### config.mk
export PLATFORM = sky130hd
export DESIGN_NAME = intr_seq_top
export DESIGN_NICKNAME = d
export VERILOG_FILES = /design/src/rtl/intr_seq_pkg.sv /design/src/rtl/intr_prio.sv /design/src/rtl/intr_fsm.sv /design/src/rtl/intr_ctx.sv /design/src/rtl/intr_seq_top.sv
export SDC_FILE = /design/constraint.sdc
export NUM_CORES = 1
export LEC_CHECK = 0
export ABC_AREA = 1
export BUFFER_PORTS_ARGS = -buffer_cell sky130_fd_sc_hd__clkbuf_2
export CELL_PAD_IN_SITES_DETAIL_PLACEMENT = 1
export CELL_PAD_IN_SITES_GLOBAL_PLACEMENT = 1
export CORE_ASPECT_RATIO = 0.9
export CORE_MARGIN = 2
export CORE_UTILIZATION = 31
export DETAILED_ROUTE_END_ITERATION = 16
export PLACE_DENSITY = 0.78
export SLEW_MARGIN = 30
export SYNTH_ARGS = -nofsm -noshare
export SYNTH_HDL_FRONTEND = slang
export SYNTH_SLANG_ARGS = --single-unit
### constraint.sdc
create_clock -name clk -period 1.8 [get_ports clk]
set_input_delay 0.27 -clock clk [delete_from_list [all_inputs] [get_ports clk]]
set_output_delay 0.27 -clock clk [all_outputs]
set_load 0.05 [all_outputs]
### src/rtl/intr_seq_pkg.sv
package intr_seq_pkg;

    localparam int PC_W    = 16;
    localparam int BYTE_W  = 8;
    localparam int ADDR_W  = 24;
    localparam int NHW     = 6;
    localparam int NSRC    = 8;
    localparam int CNT_W   = 4;
    localparam int FLAG_I  = 2;
    localparam int FLAG_D  = 3;
    localparam logic [BYTE_W-1:0] BANK0 = '0;
    // sources that the I flag blocks (IRQ and timer)
    localparam logic [NSRC-1:0] MASKABLE = 8'b0011_0000;

    typedef enum logic [2:0] {
        SRC_RESET, SRC_ABORT, SRC_NMI, SRC_VBL,
        SRC_IRQ, SRC_HVT, SRC_COP, SRC_BRK
    } src_e;

    typedef enum logic [3:0] {
        ST_IDLE, ST_E_PRE0, ST_E_PRE1, ST_E_PUSH, ST_E_VLO, ST_E_VHI,
        ST_R_PRE0, ST_R_PRE1, ST_R_PULL, ST_R_FIN
    } st_e;

    typedef enum logic [1:0] {FLD_PBR, FLD_PCH, FLD_PCL, FLD_PSR} fld_e;

    typedef struct packed {
        logic [BYTE_W-1:0] pbr;
        logic [PC_W-1:0]   pc;
        logic [BYTE_W-1:0] psr;
        logic [PC_W-1:0]   sp;
    } ctx_t;

    function automatic logic [PC_W-1:0] vec_of(src_e s);
        case (s)
            SRC_COP:          return 16'hFFE4;
            SRC_BRK:          return 16'hFFE6;
            SRC_ABORT:        return 16'hFFE8;
            SRC_NMI, SRC_VBL: return 16'hFFEA;
            SRC_IRQ, SRC_HVT: return 16'hFFEE;
            default:          return 16'hFFFC;
        endcase
    endfunction

    // entry frame: bank, PC high, PC low, status; emulation skips the bank
    function automatic fld_e push_fld(logic [1:0] k, logic emu);
        logic [1:0] i;
        i = k + {1'b0, emu};
        return fld_e'(i);
    endfunction

    // return frame: status, PC low, PC high, bank
    function automatic fld_e pull_fld(logic [1:0] k);
        case (k)
            2'd0:    return FLD_PSR;
            2'd1:    return FLD_PCL;
            2'd2:    return FLD_PCH;
            default: return FLD_PBR;
        endcase
    endfunction

endpackage

### src/rtl/intr_prio.sv
module intr_prio
    import intr_seq_pkg::*;
(
    input  logic           clk,
    input  logic           rst,
    input  logic [NHW-1:0] hw_pend,
    input  logic           sw_cop,
    input  logic           sw_brk,
    input  logic           irq_off,
    output logic           any,
    output src_e           src
);

    logic [NSRC-1:0] raw;
    logic [NSRC-1:0] elig;

    assign raw = {sw_brk, sw_cop, hw_pend};

    genvar g;
    generate
        for (g = 0; g < NSRC; g++) begin : g_mask
            if (MASKABLE[g]) begin : g_m
                assign elig[g] = raw[g] & ~irq_off;
            end else begin : g_n
                assign elig[g] = raw[g];
            end
        end
    endgenerate

    always_comb begin
        any = |elig;
        src = SRC_BRK;
        for (int i = NSRC - 1; i >= 0; i--) begin
            if (elig[i]) src = src_e'(i[2:0]);
        end
    end


    masked_src_chk: assert property (@(posedge clk) disable iff (rst)
        (any && (src == SRC_IRQ || src == SRC_HVT)) |-> !irq_off);


    reset_wins_chk: assert property (@(posedge clk) disable iff (rst)
        hw_pend[0] |-> (any && src == SRC_RESET));

endmodule

### src/rtl/intr_fsm.sv
module intr_fsm
    import intr_seq_pkg::*;
(
    input  logic             clk,
    input  logic             rst,
    input  logic             enter,
    input  logic             ret,
    input  logic             any,
    input  logic             emu_in,
    input  logic             is_reset_in,
    output st_e              st,
    output logic [1:0]       k,
    output logic             busy,
    output logic             done,
    output logic             load,
    output logic             emu_q,
    output logic             rst_src_q,
    output logic             stop_clr,
    output logic [CNT_W-1:0] cyc_count
);

    st_e              st_n;
    logic [CNT_W-1:0] cnt;
    logic [1:0]       last_k;
    logic             go_entry;

    assign last_k   = emu_q ? 2'd2 : 2'd3;
    assign go_entry = enter && any;
    assign busy     = (st != ST_IDLE);
    assign done     = (st == ST_E_VHI) || (st == ST_R_FIN);
    assign stop_clr = (st == ST_E_VHI) && rst_src_q;
    assign load     = (st == ST_IDLE) && (go_entry || ret);

    always_comb begin
        st_n = st;
        case (st)
            ST_IDLE: begin
                if (go_entry)  st_n = ST_E_PRE0;
                else if (ret)  st_n = ST_R_PRE0;
            end
            ST_E_PRE0: st_n = ST_E_PRE1;
            ST_E_PRE1: st_n = rst_src_q ? ST_E_VLO : ST_E_PUSH;
            ST_E_PUSH: if (k == last_k) st_n = ST_E_VLO;
            ST_E_VLO:  st_n = ST_E_VHI;
            ST_E_VHI:  st_n = ST_IDLE;
            ST_R_PRE0: st_n = ST_R_PRE1;
            ST_R_PRE1: st_n = ST_R_PULL;
            ST_R_PULL: if (k == last_k) st_n = ST_R_FIN;
            ST_R_FIN:  st_n = ST_IDLE;
            default:   st_n = ST_IDLE;
        endcase
    end

    always_ff @(posedge clk) begin
        if (rst) begin
            st        <= ST_IDLE;
            k         <= 2'd0;
            cnt       <= '0;
            emu_q     <= 1'b0;
            rst_src_q <= 1'b0;
            cyc_count <= '0;
        end else begin
            st <= st_n;
            if (load) begin
                emu_q     <= emu_in;
                rst_src_q <= go_entry && is_reset_in;
                cnt       <= CNT_W'(1);
            end else if (busy) begin
                cnt <= cnt + CNT_W'(1);
            end
            if (done) cyc_count <= cnt;
            if ((st == ST_E_PUSH || st == ST_R_PULL) && k != last_k)
                k <= k + 2'd1;
            else
                k <= 2'd0;
        end
    end


    done_ends_chk: assert property (@(posedge clk) disable iff (rst)
        done |=> !busy);


    ret_len_chk: assert property (@(posedge clk) disable iff (rst)
        (st == ST_R_FIN) |-> (cnt == (emu_q ? CNT_W'(6) : CNT_W'(7))));


    entry_len_chk: assert property (@(posedge clk) disable iff (rst)
        (st == ST_E_VHI) |->
        (cnt == (rst_src_q ? CNT_W'(4) : (emu_q ? CNT_W'(7) : CNT_W'(8)))));

endmodule

### src/rtl/intr_ctx.sv
module intr_ctx
    import intr_seq_pkg::*;
#(
    parameter logic [PC_W-1:0] SP_INIT = 16'h01FF
) (
    input  logic              clk,
    input  logic              rst,
    input  logic              load,
    input  st_e               st,
    input  logic [1:0]        k,
    input  logic              emu_q,
    input  logic              rst_src_q,
    input  src_e              src,
    input  ctx_t              ctx_in,
    input  logic [BYTE_W-1:0] rdata,
    output ctx_t              ctx,
    output logic [ADDR_W-1:0] maddr,
    output logic              mwe,
    output logic              mre,
    output logic [BYTE_W-1:0] mwdata
);

    logic [PC_W-1:0] vec_q;

    always_comb begin
        mwe    = 1'b0;
        mre    = 1'b0;
        maddr  = '0;
        mwdata = '0;
        case (st)
            ST_E_PUSH: begin
                mwe   = 1'b1;
                maddr = {BANK0, ctx.sp};
                case (push_fld(k, emu_q))
                    FLD_PBR: mwdata = ctx.pbr;
                    FLD_PCH: mwdata = ctx.pc[15:8];
                    FLD_PCL: mwdata = ctx.pc[7:0];
                    default: mwdata = ctx.psr;
                endcase
            end
            ST_E_VLO: begin
                mre   = 1'b1;
                maddr = {BANK0, vec_q};
            end
            ST_E_VHI: begin
                mre   = 1'b1;
                maddr = {BANK0, vec_q + 16'd1};
            end
            ST_R_PULL: begin
                mre   = 1'b1;
                maddr = {BANK0, ctx.sp + 16'd1};
            end
            default: ;
        endcase
    end

    always_ff @(posedge clk) begin
        if (rst) begin
            ctx.pbr <= '0;
            ctx.pc  <= '0;
            ctx.psr <= '0;
            ctx.sp  <= SP_INIT;
            vec_q   <= '0;
        end else if (load) begin
            ctx   <= ctx_in;
            vec_q <= vec_of(src);
        end else begin
            case (st)
                ST_E_PUSH: ctx.sp <= ctx.sp - 16'd1;
                ST_E_VLO:  ctx.pc[7:0] <= rdata;
                ST_E_VHI: begin
                    ctx.pc[15:8]       <= rdata;
                    ctx.pbr            <= BANK0;
                    ctx.psr[FLAG_I]    <= 1'b1;
                    if (!emu_q || rst_src_q) ctx.psr[FLAG_D] <= 1'b0;
                end
                ST_R_PULL: begin
                    ctx.sp <= ctx.sp + 16'd1;
                    case (pull_fld(k))
                        FLD_PSR: ctx.psr       <= rdata;
                        FLD_PCL: ctx.pc[7:0]   <= rdata;
                        FLD_PCH: ctx.pc[15:8]  <= rdata;
                        default: ctx.pbr       <= rdata;
                    endcase
                end
                default: ;
            endcase
        end
    end


    push_sp_chk: assert property (@(posedge clk) disable iff (rst)
        mwe |=> (ctx.sp == $past(ctx.sp) - 16'd1));


    vec_flags_chk: assert property (@(posedge clk) disable iff (rst)
        (st == ST_E_VHI) |=> (ctx.pbr == BANK0 && ctx.psr[FLAG_I]));


    pull_sp_chk: assert property (@(posedge clk) disable iff (rst)
        (st == ST_R_PULL) |=> (ctx.sp == $past(ctx.sp) + 16'd1));

endmodule

### src/rtl/intr_seq_top.sv
module intr_seq_top
    import intr_seq_pkg::*;
#(
    parameter logic [15:0] SP_INIT = 16'h01FF
) (
    input  logic              clk,
    input  logic              rst,
    input  logic              enter,
    input  logic              ret,
    input  logic [NHW-1:0]    hw_pend,
    input  logic              sw_cop,
    input  logic              sw_brk,
    input  logic              emu,
    input  logic [PC_W-1:0]   pc_in,
    input  logic [BYTE_W-1:0] pbr_in,
    input  logic [BYTE_W-1:0] psr_in,
    input  logic [PC_W-1:0]   sp_in,
    input  logic [BYTE_W-1:0] mem_rdata,
    output logic [ADDR_W-1:0] mem_addr,
    output logic              mem_we,
    output logic              mem_re,
    output logic [BYTE_W-1:0] mem_wdata,
    output logic              busy,
    output logic              done,
    output logic              stop_clr,
    output logic [CNT_W-1:0]  cyc_count,
    output logic [PC_W-1:0]   pc_out,
    output logic [BYTE_W-1:0] pbr_out,
    output logic [BYTE_W-1:0] psr_out,
    output logic [PC_W-1:0]   sp_out
);

    logic       any;
    src_e       src;
    st_e        st;
    logic [1:0] k;
    logic       load, emu_q, rst_src_q;
    ctx_t       ctx_in, ctx;

    assign ctx_in = '{pbr: pbr_in, pc: pc_in, psr: psr_in, sp: sp_in};

    intr_prio u_prio (
        .clk     (clk),
        .rst     (rst),
        .hw_pend (hw_pend),
        .sw_cop  (sw_cop),
        .sw_brk  (sw_brk),
        .irq_off (psr_in[FLAG_I]),
        .any     (any),
        .src     (src)
    );

    intr_fsm u_fsm (
        .clk         (clk),
        .rst         (rst),
        .enter       (enter),
        .ret         (ret),
        .any         (any),
        .emu_in      (emu),
        .is_reset_in (src == SRC_RESET),
        .st          (st),
        .k           (k),
        .busy        (busy),
        .done        (done),
        .load        (load),
        .emu_q       (emu_q),
        .rst_src_q   (rst_src_q),
        .stop_clr    (stop_clr),
        .cyc_count   (cyc_count)
    );

    intr_ctx #(.SP_INIT(SP_INIT)) u_ctx (
        .clk       (clk),
        .rst       (rst),
        .load      (load),
        .st        (st),
        .k         (k),
        .emu_q     (emu_q),
        .rst_src_q (rst_src_q),
        .src       (src),
        .ctx_in    (ctx_in),
        .rdata     (mem_rdata),
        .ctx       (ctx),
        .maddr     (mem_addr),
        .mwe       (mem_we),
        .mre       (mem_re),
        .mwdata    (mem_wdata)
    );

    assign pc_out  = ctx.pc;
    assign pbr_out = ctx.pbr;
    assign psr_out = ctx.psr;
    assign sp_out  = ctx.sp;


    we_in_seq_chk: assert property (@(posedge clk) disable iff (rst)
        (mem_we || mem_re) |-> busy);


    rw_excl_chk: assert property (@(posedge clk) disable iff (rst)
        !(mem_we && mem_re));


    stop_clr_chk: assert property (@(posedge clk) disable iff (rst)
        stop_clr |-> (done && !mem_we && $stable(sp_out)));

endmodule

==> run metrics <==
most common cell after layout, fill and taps aside=nand2_1; power per cell area=1950 nW/um2; Vias=7928; failing checks=setup timing; Initial Utilization=31.4%; number of CTS-inserted buffers=9; crit path max-delay cell type=o211ai_1; combinational power share=72.8%; Vias/cell=6.07; headroom to the max-slew limit=34.3%; largest net degree at the start of global routing=33; initial antenna violation count=3; Min Clock Period, post-route=2660 ps; Clock Tree Root=clkbuf_16; RR Startpoint=u_fsm.st[0]; Synth async-reset ratio=0%; final worst path period share=148%; worst flop-to-flop path endpoint=u_ctx.ctx[11]; most frequent cells in the layout=nand2_1 (185), clkbuf_2 (120), buf_4 (96), inv_1 (77), buf_6 (53); f_max=376 MHz; Clock Power Share=10.5%; Final setup viols=91; CTS Sinks=69; CP Launch Type=flip-flop; post-synth cell types=39; GRT Total Usage=30.1%; Worst Path Max Fanout=5; Clock Latency Late Sink=370 ps; Worst Reg2Reg Path Length in Cells=13; WP data required=1530 ps; drt initial violations=775; part of the power in registers=16.7%; H-tree Lvls=3; Min Hold Slack=168 ps; RSZ-0062 raised after global routing=yes; Mapped Cells=795; Seq. cell area=1440 um2; DIE WIDTH=135 um; Multi-input gate area=3930 um2; final layout net count=1176; Post-synth EDFFs=0; Cell Area, Synth=4780 um2; TritonCTS clock tree=done; IO buf count=149; Syn. warnings=0; post-synthesis sequential area ratio=28.9%; Max Transition Viols Final=0; status=complete, but fails checks; Synth Flop Type=dfxtp_1; Tightest Pin Transition=981 ps; CTS max path bufs=2; first drt pass iteration count=9; remaining antenna violation count=0; HP Class=in2reg; Worst Setup SP=u_fsm.st[0]; sw power=10.2 mW; Critical Path Sink Type=output port; critical path, cell by cell=buf_12 > nand2_4 > nor2_4 > inv_8 > o211ai_1 > clkbuf_16; Worst R2R Setup Slack=-640 ps; Sw Share=55.8%; final hold violation count=0; vias in the first global route=7128; drt total wl=36.9 mm; DRC=0; worst setup margin=-857 ps; worst clock skew=16.1 ps; Post-Route Utilization=61.4%; crit-path max cell delay=800 ps; first-pass GRT wire length=38.5 mm; Die Y=122 um; peak supply drop=0.946 mV; total of max-cap violations=0; wire length per cell=28.2 um; area delta synth->final=95.3%; CP endpoint=mem_addr[9]; fill count=1872; Die ar.=16400 um2; Post-Route Setup TNS=-31840 ps; Cell Rows=43; routability cong.=0.865; clk slew on worst S/H paths=60 ps; core area=15200 um2; IO Count=158; Mean Syn Cell Area=6.02 um2; DPL Wire Length=15.2 mm; GRT overflow=0; ratio of cells with drive above 1 in the final layout=53.1%; Worst Path Arrival=2390 ps; Setup CP Type=reg2out; P_leak=4.53 nW; post-synthesis register bit count=69; Int Power=8.06 mW
## layout make-up
cell class              count  area share, %
multi-input cells         592           42.1
repair buffers            317           31.5
flip-flops and latches     69           15.4
inverters                 109           4.92
clock buffers              12           2.97
well taps                 202           2.71
clock inverters             4          0.295
repair inverters            1         0.0670
diodes                      1         0.0268
## worst min-delay path by stage
stage | startpoint | to | slack, ps | cells past startpoint
6_report | sp_in[5] | u_ctx.ctx[5] | 170 | 3
5_1_grt | sp_in[5] | u_ctx.ctx[5] | 170 | 3
4_1_cts | sp_in[5] | u_ctx.ctx[5] | 150 | 3
3_5_place_dp | u_ctx.vec_q[2] | u_ctx.vec_q[2] | 460 | 2
3_3_place_gp | u_ctx.vec_q[2] | u_ctx.vec_q[2] | 450 | 2
2_1_floorplan | rst | u_fsm.rst_src_q | 390 | 1
## metal layers
layer  vias to the layer above  share of wire, %  global-route usage, %
met3                       326                10                   5.53
met1                      3789                34                   34.3
li1                       3155                 -                      -
met5                         -              0.22                      0
met4                         6                10                   14.9
met2                       652                46                   54.1
## per-stage QoR
step                      cells  cell area [um2]  power (mW)  setup slack (ps)
after floorplan             802             5020        7.91              -125
after global placement     1178             6530        10.5              -122
after detailed placement   1178             6530        10.7              -143
after CTS                  1254             7880        13.6              -384
after global routing       1307             9340        18.7              -943
final                      1307             9340        18.3              -857
## cells by family (layout without fill, tap and decap cells)
logic type,after synthesis,in the layout,share of synthesized area (%)
buffers and inverters,144,443,13.2
AOI/OAI and AO/OA,127,127,15.6
DFF,69,69,28.9
other,1,9,0.0784
xor gates and xnor gates,2,2,0.366
and+or+nand+nor,444,447,39.8
adders and majority gates,8,8,2.09
## repair_timing
item,4_1_cts,5_1_grt
pin swaps,36,104
setup buffers,63,64
resized for setup,133,297
endpoints found under the setup margin,36,75
endpoints found under the hold margin,0,0
gates cloned,1,7
hold buffers,0,0
## Yosys cell counts, drive strengths merged (3+ instances only)
master  instances  area share [%]
nand2         260              21
inv           108             8.5
nor2           93             8.8
nand3          77             8.4
dfxtp          69              29
o21ai          48             5.2
a21oi          39             4.2
o211ai         32             5.0
buf            25             3.8
clkbuf         10            0.79
ha              8             2.1
nand4           7            0.92
a31oi           3            0.39
## worst max-delay path: cells and delay by family, from the launching register on
family / cells / cell delay, ps
AOI/OAI and AO/OA: 1 / 800
buffers and inverters: 3 / 530
DFF: 1 / 410
and+or+nand+nor: 2 / 280
## power by group through the flow
stage	logic (mW)	clock network, mW	registers, mW
2_1_floorplan	3.92	0	3.99
3_3_place_gp	7.66	0	2.82
3_5_place_dp	7.82	0	2.83
4_1_cts	8.93	1.85	2.79
5_1_grt	13.6	1.97	3.06
6_report	13.3	1.92	3.05
## sequential cells by signal, indices dropped and copies added (netlist names)
register / cells
u_fsm.st: 4
u_fsm.cyc_count: 4
u_fsm.rst_src_q: 1
u_ctx.ctx: 48
u_fsm.k: 2
u_fsm.emu_q: 1
u_fsm.cnt: 4
u_ctx.vec_q: 5
(Power assumes the default switching activity.)
